## config.mk

```make
export PLATFORM = sky130hd
export DESIGN_NAME = mbus_burst_dram
export DESIGN_NICKNAME = d
export VERILOG_FILES = /design/src/rtl/mbd_pkg.sv /design/src/rtl/mbd_addr_latch.sv /design/src/rtl/mbd_sequencer.sv /design/src/rtl/mbd_pin_decode.sv /design/src/rtl/mbd_data_path.sv /design/src/rtl/mbus_burst_dram.sv
export SDC_FILE = /design/constraint.sdc
export NUM_CORES = 1
export LEC_CHECK = 0
export BUFFER_PORTS_ARGS = -buffer_cell sky130_fd_sc_hd__buf_2
export CORE_AREA = 2 2 60 85
export DETAILED_ROUTE_END_ITERATION = 16
export DIE_AREA = 0 0 62 87
export PLACE_DENSITY = 0.95
export RECOVER_POWER = 25
export SYNTH_ARGS = -nofsm -noshare
export SYNTH_HDL_FRONTEND = slang
export SYNTH_SLANG_ARGS = --single-unit
```

## constraint.sdc

```tcl
create_clock -name clk -period 3.4 [get_ports clk]
set_clock_uncertainty 0.15 [all_clocks]
set_input_delay 0 -clock clk [delete_from_list [all_inputs] [get_ports clk]]
set_output_delay 0 -clock clk [all_outputs]
set_load 0.02 [all_outputs]
```

## src/rtl/mbd_pkg.sv

```systemverilog
// Package: shared types for the multiplexed-bus burst DRAM controller.
// Assumes: nothing beyond IEEE 1800-2017.
package mbd_pkg;
    // Sequencer phases. Bursts use ROW/WAIT/DATA, refresh uses RCAS/RRAS,
    // and both end in PRE.
    typedef enum logic [2:0] {
        ST_IDLE,
        ST_ROW,
        ST_WAIT,
        ST_DATA,
        ST_PRE,
        ST_RCAS,
        ST_RRAS
    } seq_state_t;
endpackage

```

## src/rtl/mbd_addr_latch.sv

```systemverilog
// Module: mbd_addr_latch
// Captures the word address and direction from the shared bus in the
// address cycle. It splits the address into row, column and bank select.
// Assumes: load is high for exactly the accepting idle cycle.
module mbd_addr_latch #(
    parameter int DA_W   = 11,
    localparam int ADDR_W = 2 * DA_W + 1
) (
    input  logic              clk,
    input  logic              rst_n,
    input  logic              load,
    input  logic              wr,
    input  logic [ADDR_W-1:0] addr_in,
    output logic [DA_W-1:0]   row_q,
    output logic [DA_W-1:0]   col_q,
    output logic              bank_q,
    output logic              wr_q
);
    // Register the address fields and direction when a burst is accepted.
    always_ff @(posedge clk) begin
        if (!rst_n) begin
            row_q  <= '0;
            col_q  <= '0;
            bank_q <= 1'b0;
            wr_q   <= 1'b0;
        end else if (load) begin
            col_q  <= addr_in[DA_W-1:0];
            row_q  <= addr_in[2*DA_W-1:DA_W];
            bank_q <= addr_in[2*DA_W];
            wr_q   <= wr;
        end
    end
endmodule

```

## src/rtl/mbd_sequencer.sv

```systemverilog
// Module: mbd_sequencer
// Phase sequencer. It moves through row, wait and data phases for a burst,
// or CAS and RAS phases for a refresh, and ends each in a precharge phase.
// A start is taken only in IDLE, where it beats a refresh request.
// Assumes: WAIT_CYC >= 2, BEATS >= 1, PRE_CYC >= 1, REF_RAS_CYC >= 1.
module mbd_sequencer
    import mbd_pkg::*;
#(
    parameter int WAIT_CYC    = 4,
    parameter int BEATS       = 4,
    parameter int PRE_CYC     = 1,
    parameter int REF_RAS_CYC = 2,
    localparam int CNT_W = $clog2(WAIT_CYC + BEATS + PRE_CYC + REF_RAS_CYC + 1)
) (
    input  logic             clk,
    input  logic             rst_n,
    input  logic             start,
    input  logic             refresh_req,
    output seq_state_t       state,
    output logic [CNT_W-1:0] cnt,
    output logic             accept
);
    localparam logic [CNT_W-1:0] WAIT_LAST = CNT_W'(WAIT_CYC - 2);
    localparam logic [CNT_W-1:0] BEAT_LAST = CNT_W'(BEATS - 1);
    localparam logic [CNT_W-1:0] PRE_LAST  = CNT_W'(PRE_CYC - 1);
    localparam logic [CNT_W-1:0] RRAS_LAST = CNT_W'(REF_RAS_CYC - 1);

    // A start is accepted only when idle.
    assign accept = (state == ST_IDLE) && start;

    // Advance the phase and its in-phase cycle counter.
    always_ff @(posedge clk) begin
        if (!rst_n) begin
            state <= ST_IDLE;
            cnt   <= '0;
        end else begin
            case (state)
                ST_IDLE: begin
                    cnt <= '0;
                    if (start)            state <= ST_ROW;
                    else if (refresh_req) state <= ST_RCAS;
                end
                ST_ROW: begin
                    cnt   <= '0;
                    state <= ST_WAIT;
                end
                ST_WAIT: begin
                    if (cnt == WAIT_LAST) begin
                        cnt   <= '0;
                        state <= ST_DATA;
                    end else begin
                        cnt <= cnt + 1'b1;
                    end
                end
                ST_DATA: begin
                    if (cnt == BEAT_LAST) begin
                        cnt   <= '0;
                        state <= ST_PRE;
                    end else begin
                        cnt <= cnt + 1'b1;
                    end
                end
                ST_PRE: begin
                    if (cnt == PRE_LAST) begin
                        cnt   <= '0;
                        state <= ST_IDLE;
                    end else begin
                        cnt <= cnt + 1'b1;
                    end
                end
                ST_RCAS: begin
                    cnt   <= '0;
                    state <= ST_RRAS;
                end
                ST_RRAS: begin
                    if (cnt == RRAS_LAST) begin
                        cnt   <= '0;
                        state <= ST_PRE;
                    end else begin
                        cnt <= cnt + 1'b1;
                    end
                end
                default: begin
                    cnt   <= '0;
                    state <= ST_IDLE;
                end
            endcase
        end
    end

    // a row phase is entered only from idle, never from within a burst.
    p_row_from_idle_r9: assert property (@(posedge clk) disable iff (!rst_n)
        (state == ST_ROW) |-> ($past(state) == ST_IDLE));

    // the data phase always follows the wait phase.
    p_data_after_wait_r2: assert property (@(posedge clk) disable iff (!rst_n)
        ((state == ST_DATA) && ($past(state) != ST_DATA)) |-> ($past(state) == ST_WAIT));
endmodule

```

## src/rtl/mbd_pin_decode.sv

```systemverilog
// Module: mbd_pin_decode
// Decodes the sequencer phase into the DRAM strobes and the multiplexed
// address, and the done and refresh-acknowledge pulses.
// Assumes: the outputs are Moore decodes of registered phase state.
module mbd_pin_decode
    import mbd_pkg::*;
#(
    parameter int DA_W        = 11,
    parameter int WAIT_CYC    = 4,
    parameter int BEATS       = 4,
    parameter int REF_RAS_CYC = 2,
    parameter int CNT_W       = 4
) (
    input  logic             clk,
    input  logic             rst_n,
    input  seq_state_t       state,
    input  logic [CNT_W-1:0] cnt,
    input  logic [DA_W-1:0]  row_q,
    input  logic [DA_W-1:0]  col_q,
    input  logic             bank_q,
    input  logic             wr_q,
    output logic [DA_W-1:0]  dram_addr,
    output logic             ras_main_n,
    output logic             ras_video_n,
    output logic             cas_n,
    output logic             we_n,
    output logic             done,
    output logic             refresh_ack
);
    localparam logic [CNT_W-1:0] WAIT_LAST = CNT_W'(WAIT_CYC - 2);
    localparam logic [CNT_W-1:0] BEAT_LAST = CNT_W'(BEATS - 1);
    localparam logic [CNT_W-1:0] RRAS_LAST = CNT_W'(REF_RAS_CYC - 1);

    logic in_burst;
    logic in_ref_ras;

    // Phase classification shared by the strobe decodes.
    always_comb begin
        in_burst   = (state == ST_ROW) || (state == ST_WAIT) || (state == ST_DATA);
        in_ref_ras = (state == ST_RRAS);
    end

    // Row strobes: the selected bank during a burst, both banks in refresh.
    always_comb begin
        ras_main_n  = !((in_burst && !bank_q) || in_ref_ras);
        ras_video_n = !((in_burst &&  bank_q) || in_ref_ras);
    end

    // Column strobe: first fall in the last wait cycle, then one level change per beat.
    always_comb begin
        case (state)
            ST_WAIT: cas_n = (cnt != WAIT_LAST);
            ST_DATA: cas_n = !cnt[0];
            ST_RCAS: cas_n = 1'b0;
            ST_RRAS: cas_n = 1'b0;
            default: cas_n = 1'b1;
        endcase
    end

    // Write enable held for the whole write burst; address is row first, then column.
    always_comb begin
        we_n      = !(in_burst && wr_q);
        dram_addr = (state == ST_ROW) ? row_q : col_q;
    end

    // One-cycle completion pulses.
    always_comb begin
        done        = (state == ST_DATA) && (cnt == BEAT_LAST);
        refresh_ack = in_ref_ras && (cnt == RRAS_LAST);
    end

    // both banks share a RAS low only in refresh, with CAS already low.
    p_cbr_order_r10: assert property (@(posedge clk) disable iff (!rst_n)
        (!ras_main_n && !ras_video_n) |-> (!cas_n && $past(!cas_n)));

    // the cycle after done is a precharge cycle.
    p_precharge_after_done_r8: assert property (@(posedge clk) disable iff (!rst_n)
        done |=> (ras_main_n && ras_video_n && cas_n));

    // done is a single-cycle pulse.
    p_done_single_r2: assert property (@(posedge clk) disable iff (!rst_n)
        done |=> !done);
endmodule

```

## src/rtl/mbd_data_path.sv

```systemverilog
// Module: mbd_data_path
// Steers data between the shared bus and the DRAM data lines in the four
// data cycles. Reads drive the bus, and writes pass the bus to the DRAM.
// Assumes: the DRAM read data is valid within each data cycle.
module mbd_data_path
    import mbd_pkg::*;
#(
    parameter int BUS_W = 32
) (
    input  seq_state_t       state,
    input  logic             wr_q,
    input  logic [BUS_W-1:0] bus_in,
    input  logic [BUS_W-1:0] mem_rdata,
    output logic [BUS_W-1:0] bus_out,
    output logic             bus_oe,
    output logic [BUS_W-1:0] mem_wdata
);
    logic data_phase;

    // Gate both directions to the data phase only.
    always_comb begin
        data_phase = (state == ST_DATA);
        bus_oe     = data_phase && !wr_q;
        bus_out    = bus_oe ? mem_rdata : '0;
        mem_wdata  = (data_phase && wr_q) ? bus_in : '0;
    end
endmodule

```

## src/rtl/mbus_burst_dram.sv

```systemverilog
// Module: mbus_burst_dram (top)
// Burst DRAM controller for a multiplexed address/data bus. It captures the
// address in the start cycle, runs a fixed four-beat nibble burst on one of
// two banks that share the address lines, and services refresh while idle.
// Assumes: BUS_W >= 2*DA_W+1. The bus master waits for done.
module mbus_burst_dram
    import mbd_pkg::*;
#(
    parameter int BUS_W       = 32,
    parameter int DA_W        = 11,
    parameter int WAIT_CYC    = 4,
    parameter int BEATS       = 4,
    parameter int PRE_CYC     = 1,
    parameter int REF_RAS_CYC = 2
) (
    input  logic             clk,
    input  logic             rst_n,
    input  logic             start,
    input  logic             wr,
    input  logic [BUS_W-1:0] bus_in,
    output logic [BUS_W-1:0] bus_out,
    output logic             bus_oe,
    input  logic             refresh_req,
    output logic             refresh_ack,
    output logic             done,
    output logic [DA_W-1:0]  dram_addr,
    output logic             ras_main_n,
    output logic             ras_video_n,
    output logic             cas_n,
    output logic             we_n,
    output logic [BUS_W-1:0] mem_wdata,
    input  logic [BUS_W-1:0] mem_rdata
);
    localparam int ADDR_W = 2 * DA_W + 1;
    localparam int CNT_W  = $clog2(WAIT_CYC + BEATS + PRE_CYC + REF_RAS_CYC + 1);

    seq_state_t       state;
    logic [CNT_W-1:0] cnt;
    logic             accept;
    logic [DA_W-1:0]  row_q;
    logic [DA_W-1:0]  col_q;
    logic             bank_q;
    logic             wr_q;

    mbd_sequencer #(
        .WAIT_CYC(WAIT_CYC), .BEATS(BEATS),
        .PRE_CYC(PRE_CYC), .REF_RAS_CYC(REF_RAS_CYC)
    ) u_seq (
        .clk(clk), .rst_n(rst_n), .start(start), .refresh_req(refresh_req),
        .state(state), .cnt(cnt), .accept(accept)
    );

    mbd_addr_latch #(.DA_W(DA_W)) u_addr (
        .clk(clk), .rst_n(rst_n), .load(accept), .wr(wr),
        .addr_in(bus_in[ADDR_W-1:0]),
        .row_q(row_q), .col_q(col_q), .bank_q(bank_q), .wr_q(wr_q)
    );

    mbd_pin_decode #(
        .DA_W(DA_W), .WAIT_CYC(WAIT_CYC), .BEATS(BEATS),
        .REF_RAS_CYC(REF_RAS_CYC), .CNT_W(CNT_W)
    ) u_pins (
        .clk(clk), .rst_n(rst_n), .state(state), .cnt(cnt),
        .row_q(row_q), .col_q(col_q), .bank_q(bank_q), .wr_q(wr_q),
        .dram_addr(dram_addr), .ras_main_n(ras_main_n), .ras_video_n(ras_video_n),
        .cas_n(cas_n), .we_n(we_n), .done(done), .refresh_ack(refresh_ack)
    );

    mbd_data_path #(.BUS_W(BUS_W)) u_data (
        .state(state), .wr_q(wr_q), .bus_in(bus_in), .mem_rdata(mem_rdata),
        .bus_out(bus_out), .bus_oe(bus_oe), .mem_wdata(mem_wdata)
    );

    // the captured transfer fields hold still while a transaction runs.
    p_fields_hold_r9: assert property (@(posedge clk) disable iff (!rst_n)
        (state != ST_IDLE) |=> $stable({row_q, col_q, bank_q, wr_q}));

    // the bus is driven only on reads, with exactly one bank open.
    p_oe_read_one_bank_r6: assert property (@(posedge clk) disable iff (!rst_n)
        bus_oe |-> (we_n && (ras_main_n != ras_video_n)));

    // done is never raised while a refresh holds both banks.
    p_no_done_in_refresh_r11: assert property (@(posedge clk) disable iff (!rst_n)
        (!ras_main_n && !ras_video_n) |-> !done);
endmodule

```

**Yosys cells after proc, flatten, opt, wreduce, memory -nomap -nowiden**

Index checks and enable logic that the tools add are counted.

- Register bits: 31
- Input port bits: 69
- Logic and storage cells: 60

- Add/sub/neg operators: 1
- Eq/ne operators: 15
- Multiplexer cells: 16
- Reductions and logical operators: 22

Operator list:

| operator | number |
|---|---|
| 32-bit 2-to-1 mux | 2 |
| 3-bit case mux with 7 select lines | 1 |
| 3-bit 2-to-1 mux | 6 |
| 4-bit 2-to-1 mux | 4 |
| 4-bit case mux with 4 select lines | 1 |
| 11-bit 2-to-1 mux | 1 |
| 3-bit == test (second input constant) | 3 |
| 4-bit by 2-bit == test with 1-bit output (second input constant) | 2 |
| 1-bit logical AND | 8 |
| 3-bit by 2-bit == test with 1-bit output (second input constant) | 2 |
| 1-bit logical NOT | 6 |
| 2-bit != test (second input constant) | 3 |
| 5-bit AND reduction | 1 |
| 4-bit by 1-bit adder with 4-bit output (second input constant) | 1 |
| 4-bit by 1-bit == test with 1-bit output (second input constant) | 1 |
| 4-bit logical NOT | 1 |
| 1-bit logical OR | 4 |
| 4-bit by 2-bit != test with 1-bit output (second input constant) | 1 |
| 3-bit by 1-bit == test with 1-bit output (second input constant) | 1 |
| 3-bit logical NOT | 1 |
| 3-bit != test (second input constant) | 1 |
| 1-bit case mux with 3 select lines | 1 |
| 2-bit by 1-bit != test with 1-bit output (second input constant) | 1 |
| 2-bit OR reduction | 1 |

**Logic depth before layout (Yosys ltp)**

- Word-level depth: 6
- Mapped depth: 6
- Depth with buffers taken out: 6

**By module**

From an unflattened synthesis, not the netlist that was laid out.

- Cells, all modules: 229
- Area, all modules: 2,134.5 um^2

Modules (own cells, without submodules):

| module | times used | cells an instance | area an instance (um^2) | seq. area each (um^2) |
|---|---|---|---|---|
| mbd_addr_latch | 1 | 77 | 929.6 | 480.5 |
| mbd_data_path | 1 | 72 | 491.7 | 0.0 |
| mbd_sequencer | 1 | 52 | 466.7 | 140.1 |
| mbd_pin_decode | 1 | 28 | 246.5 | 0.0 |

**Worst setup path after synthesis**

OpenSTA, ideal clock, no wires.

- Path type: register to register
- Start point: register u_seq.cnt[0]
- End point: register u_seq.state[1]
- Setup time: 88 ps
- Arrival time: 1,526 ps
- Path slack: 1,636 ps
- Cell stages (with the launch flop): 7
- Buffers on the path: 0
- Clock period less this slack: 1,764 ps
- Cell sequence: dfxtp_1 > inv_1 > ha_1 > mux2_4 > a211oi_2 > nor3_2 > a311oi_2

- Word-level cells in the longest chain between the ends: 3

Ends and longest elaborated chain:

| element | RTL line | RTL |
|---|---|---|
| from (decl) | mbd_sequencer.sv:20 | `output logic [CNT_W-1:0] cnt,` |
| from (signal assigned) | mbd_sequencer.sv:52 | `cnt <= cnt + 1'b1;` |
| from (signal assigned) | mbd_sequencer.sv:60 | `cnt <= cnt + 1'b1;` |
| from (signal assigned) | mbd_sequencer.sv:68 | `cnt <= cnt + 1'b1;` |
| 4-bit by 2-bit == test with 1-bit output, or another cell as far along | mbd_sequencer.sv:56 | `if (cnt == BEAT_LAST) begin` |
| 2-bit != test (no line) or 2-bit by 1-bit != test with 1-bit output (tied branches) | - |  |
| 5-bit AND reduction (no line) * | - |  |
| to (signal assigned) | mbd_sequencer.sv:58 | `state <= ST_PRE;` |
| to (signal assigned) | mbd_sequencer.sv:66 | `state <= ST_IDLE;` |
| to (signal assigned) | mbd_sequencer.sv:73 | `state <= ST_RRAS;` |
| to (decl) | mbd_sequencer.sv:19 | `output seq_state_t state,` |

Every way passes the cells marked *; elsewhere a longest branch is shown, timed or not.
A chain may end at the register's enable or synchronous reset.

**Final worst setup path**

- Start point: register u_seq.state[1]
- End point: output port bus_out[10]

- Word-level cells in the longest chain between the ends: 3

Ends and longest elaborated chain:

| element | RTL line | RTL |
|---|---|---|
| from (signal assigned) | mbd_sequencer.sv:34 | `state <= ST_IDLE;` |
| from (signal assigned) | mbd_sequencer.sv:40 | `if (start) state <= ST_ROW;` |
| from (signal assigned) | mbd_sequencer.sv:41 | `else if (refresh_req) state <= ST_RCAS;` |
| 3-bit by 2-bit == test with 1-bit output | mbd_data_path.sv:22 | `data_phase = (state == ST_DATA);` |
| 1-bit logical AND | mbd_data_path.sv:23 | `bus_oe = data_phase && !wr_q;` |
| 32-bit 2-to-1 mux | mbd_data_path.sv:24 | `bus_out = bus_oe ? mem_rdata : '0;` |
| to (decl) | mbus_burst_dram.sv:21 | `output logic [BUS_W-1:0] bus_out,` |

Every way passes these cells.

==> metrics <==
Cells after Synth=253; HP Class=in -> reg; peak supply drop=393 uV; CTS tree=built; Avg WL per Cell=12.8 um; total grt overflow=0; max-cap violations=0; Slew HR=41.3%; Yosys top cell area share=31.9%; post-place setup slack=1.26 ns; most frequent cells after synthesis=and2_1 (64), nand2_1 (50), dfxtp_1 (31), a21oi_1 (26), buf_2 (11); top-count cell post-synth=and2_1; CP Launch Type=register; Yosys cell types=36; vias in the first global route=roughly 2,200; core box area=roughly 0.0047 sq mm; Yosys warnings=0; Post-synth top flop=dfxtp_1; root buf cell=clkbuf_8; total number of vias=2,340; total wire length=6230 um; Post-Route Setup TNS=0 ns; dpl cell area=0.00270 sq mm; worst path cell trace=nand3b_2 > nor2_1 > clkbuf_1 > and2_1 > clkbuf_1; Final Cell Area=0.00304 sq mm; internal power=~0.00093 W; Final Setup Violations=0; Worst Path Arrival=approximately 2.3 ns; combinational share of power=a little over two fifths; period utilisation layout=72.1%; Max Root-Sink Buffers=2; Skew-Pair Late Insertion Delay=0.28 ns; die height=87 um; post-DP HPWL=4480 um; IO Port Bufs=150; Crit Path Category=reg -> out; critical path's top delay family=buffers and inverters; Worst EP required=3.25 ns; CP max-delay cell=clkbuf_1; cell mode on critical path=clkbuf_1; Post-CTS Hold Buffers=26; Slew Limit Fails=0; Die ar.=0.00539 sq mm; # rows=30; Leak=1.56 nW; syn_nets=about 330; Post-synth EDFFs=0; Clk network pwr share=~25%; FFs w/ async S/R, synth=0%; Max H-tree Level=2; fmax=408 MHz; flops & latches, synth=31; largest net degree at the start of global routing=34; Final min period=2.45 ns; CP Capture Type=output pin; Switching Share=39.2%; main area contributors after synthesis=dfxtp_1 (32%), and2_1 (21%), nand2_1 (9.6%); GRT Total Usage=23.2%; DRT Pass-1 Iters=4; Initial Util=41.5%; P per Cell Area=about 500 mW/mm^2; Final ANT Viol Nets=0; Clock Pin Slew Worst Setup and Hold Paths=around 0.07 ns; synthesized area=around 0.0019 sq mm; Worst-Margin Slew=0.880 ns; Layout Nets=493; DR iter-0 viols=37; sequential area share after synthesis=31.9%; Hold Slack=0.144 ns; worst setup margin=approximately 0.95 ns; Crit path largest cell delay=roughly 0.66 ns; first-pass GRT wire length=9480 um; top-level I/O count=151; total CTS buffers=5; Flop pwr share=about a third; DRC viols=0; clk sinks=31; vias per cell=between 4 and 5; layout cells sized above 1=36.8%; Die Wd=62 um; Synth Area per Inst=7.70 sq um; worst-path fanout max=33; outcome=finished clean; crit path buf inv count=2; Final Hold Viols=0; post-CTS setup buffer count=0; post_cts resized=0; global placement routability congestion=0.931; Switch Pwr=~0.00060 W; Area Overhead vs Synth=56.1%; initial antenna violation count=3; fillers=396; RSZ-0062 raised after global routing=no; dominant cell type by area after synthesis=dfxtp_1
## stage by stage
stage          power, W  std cells  utilization (%)
2_1_floorplan  0.000976        253                -
3_3_place_gp    0.00113        451             57.6
3_5_place_dp    0.00115        451             57.6
4_1_cts         0.00155        485             65.6
5_1_grt         0.00162        486             64.7
6_report        0.00152        487             64.8
## power by group through the flow
stage | Sequential [W] | Combinational, W | Clock [W]
floorplan | 0.000470 | 0.000507 | 0
global placement | 0.000508 | 0.000626 | 0
detailed placement | 0.000512 | 0.000638 | 0
CTS | 0.000505 | 0.000669 | 0.000381
global route | 0.000516 | 0.000710 | 0.000390
finish | 0.000505 | 0.000642 | 0.000373
## registers in the layout, summed over array words and instances, names as in the netlist
name,count
u_addr.col_q,11
u_addr.row_q,11
u_seq.cnt,4
u_seq.state,3
u_addr.bank_q,1
u_addr.wr_q,1
## cells in the final DEF, fill, tap and decap left out, types with 2 or more instances in the layout
master           n
nor3_1           7
and3_1           3
and2_1          55
clkbuf_1        12
ha_1             4
xnor2_1          2
dlygate4sd3_1   26
diode_2          2
inv_1            4
clkbuf_8         6
nand3_1          3
buf_2          139
a21oi_1         26
a211oi_1         3
nor2_1           5
mux2_1          11
nand2_1         50
a21o_1           2
dfxtp_1         31
and2_0           9
o21ai_0          6
## final timing paths
check             startpoint  slack, ns  cells past startpoint         endpoint
max           u_seq.state[1]       0.95                      5      bus_out[10]
min reg2reg  u_addr.col_q[3]       0.31                      2  u_addr.col_q[3]
min              refresh_req       0.14                      4   u_seq.state[2]
max reg2reg   u_seq.state[0]       1.04                      5   u_seq.state[0]
## final cells by class
class                      count  area [sq um]  area share (%)
sequential                    31           621            20.4
inverter                       6          22.5           0.741
clock buffer                   6          82.6            2.72
tap                           64          80.1            2.63
antenna                        2          5.00           0.165
clock inverter                 2          35.0            1.15
multi-input combinational    199          1190            39.3
timing repair buffer         177          1000            32.9
## routing by layer
metal  GRT usage (%)  share of wire (%)  vias up
met1            21.1                 33     1041
met2            44.4                 55      115
li1                -                  -     1164
met5               0               0.14        -
met3            6.54                8.9       18
met4            9.86                2.7        2
## worst reg2reg max path, delay by kind of cell, from the launching register on
kind | cells | cell delay (ns)
AO/OA/AOI/OAI | 2 | 0.70
buffers and inverters | 1 | 0.54
flip-flops | 1 | 0.43
AND/OR/NAND/NOR | 2 | 0.43
## kinds of logic (layout without fill, tap and decap cells)
family                   Yosys count  after routing  share of synthesized area (%)
multiplexers                      12             12                           7.13
XOR/XNOR                           3              3                           1.35
adder cells (fa/ha/maj)            4              4                           2.57
other                              0              2                              0
flip-flops                        31             31                           31.9
AO/OA/AOI/OAI                     42             42                           13.9
buffers and inverters             23            191                           5.52
AND/OR/NAND/NOR                  138            138                           37.7
Note: power is estimated with default switching activity, not from simulation.
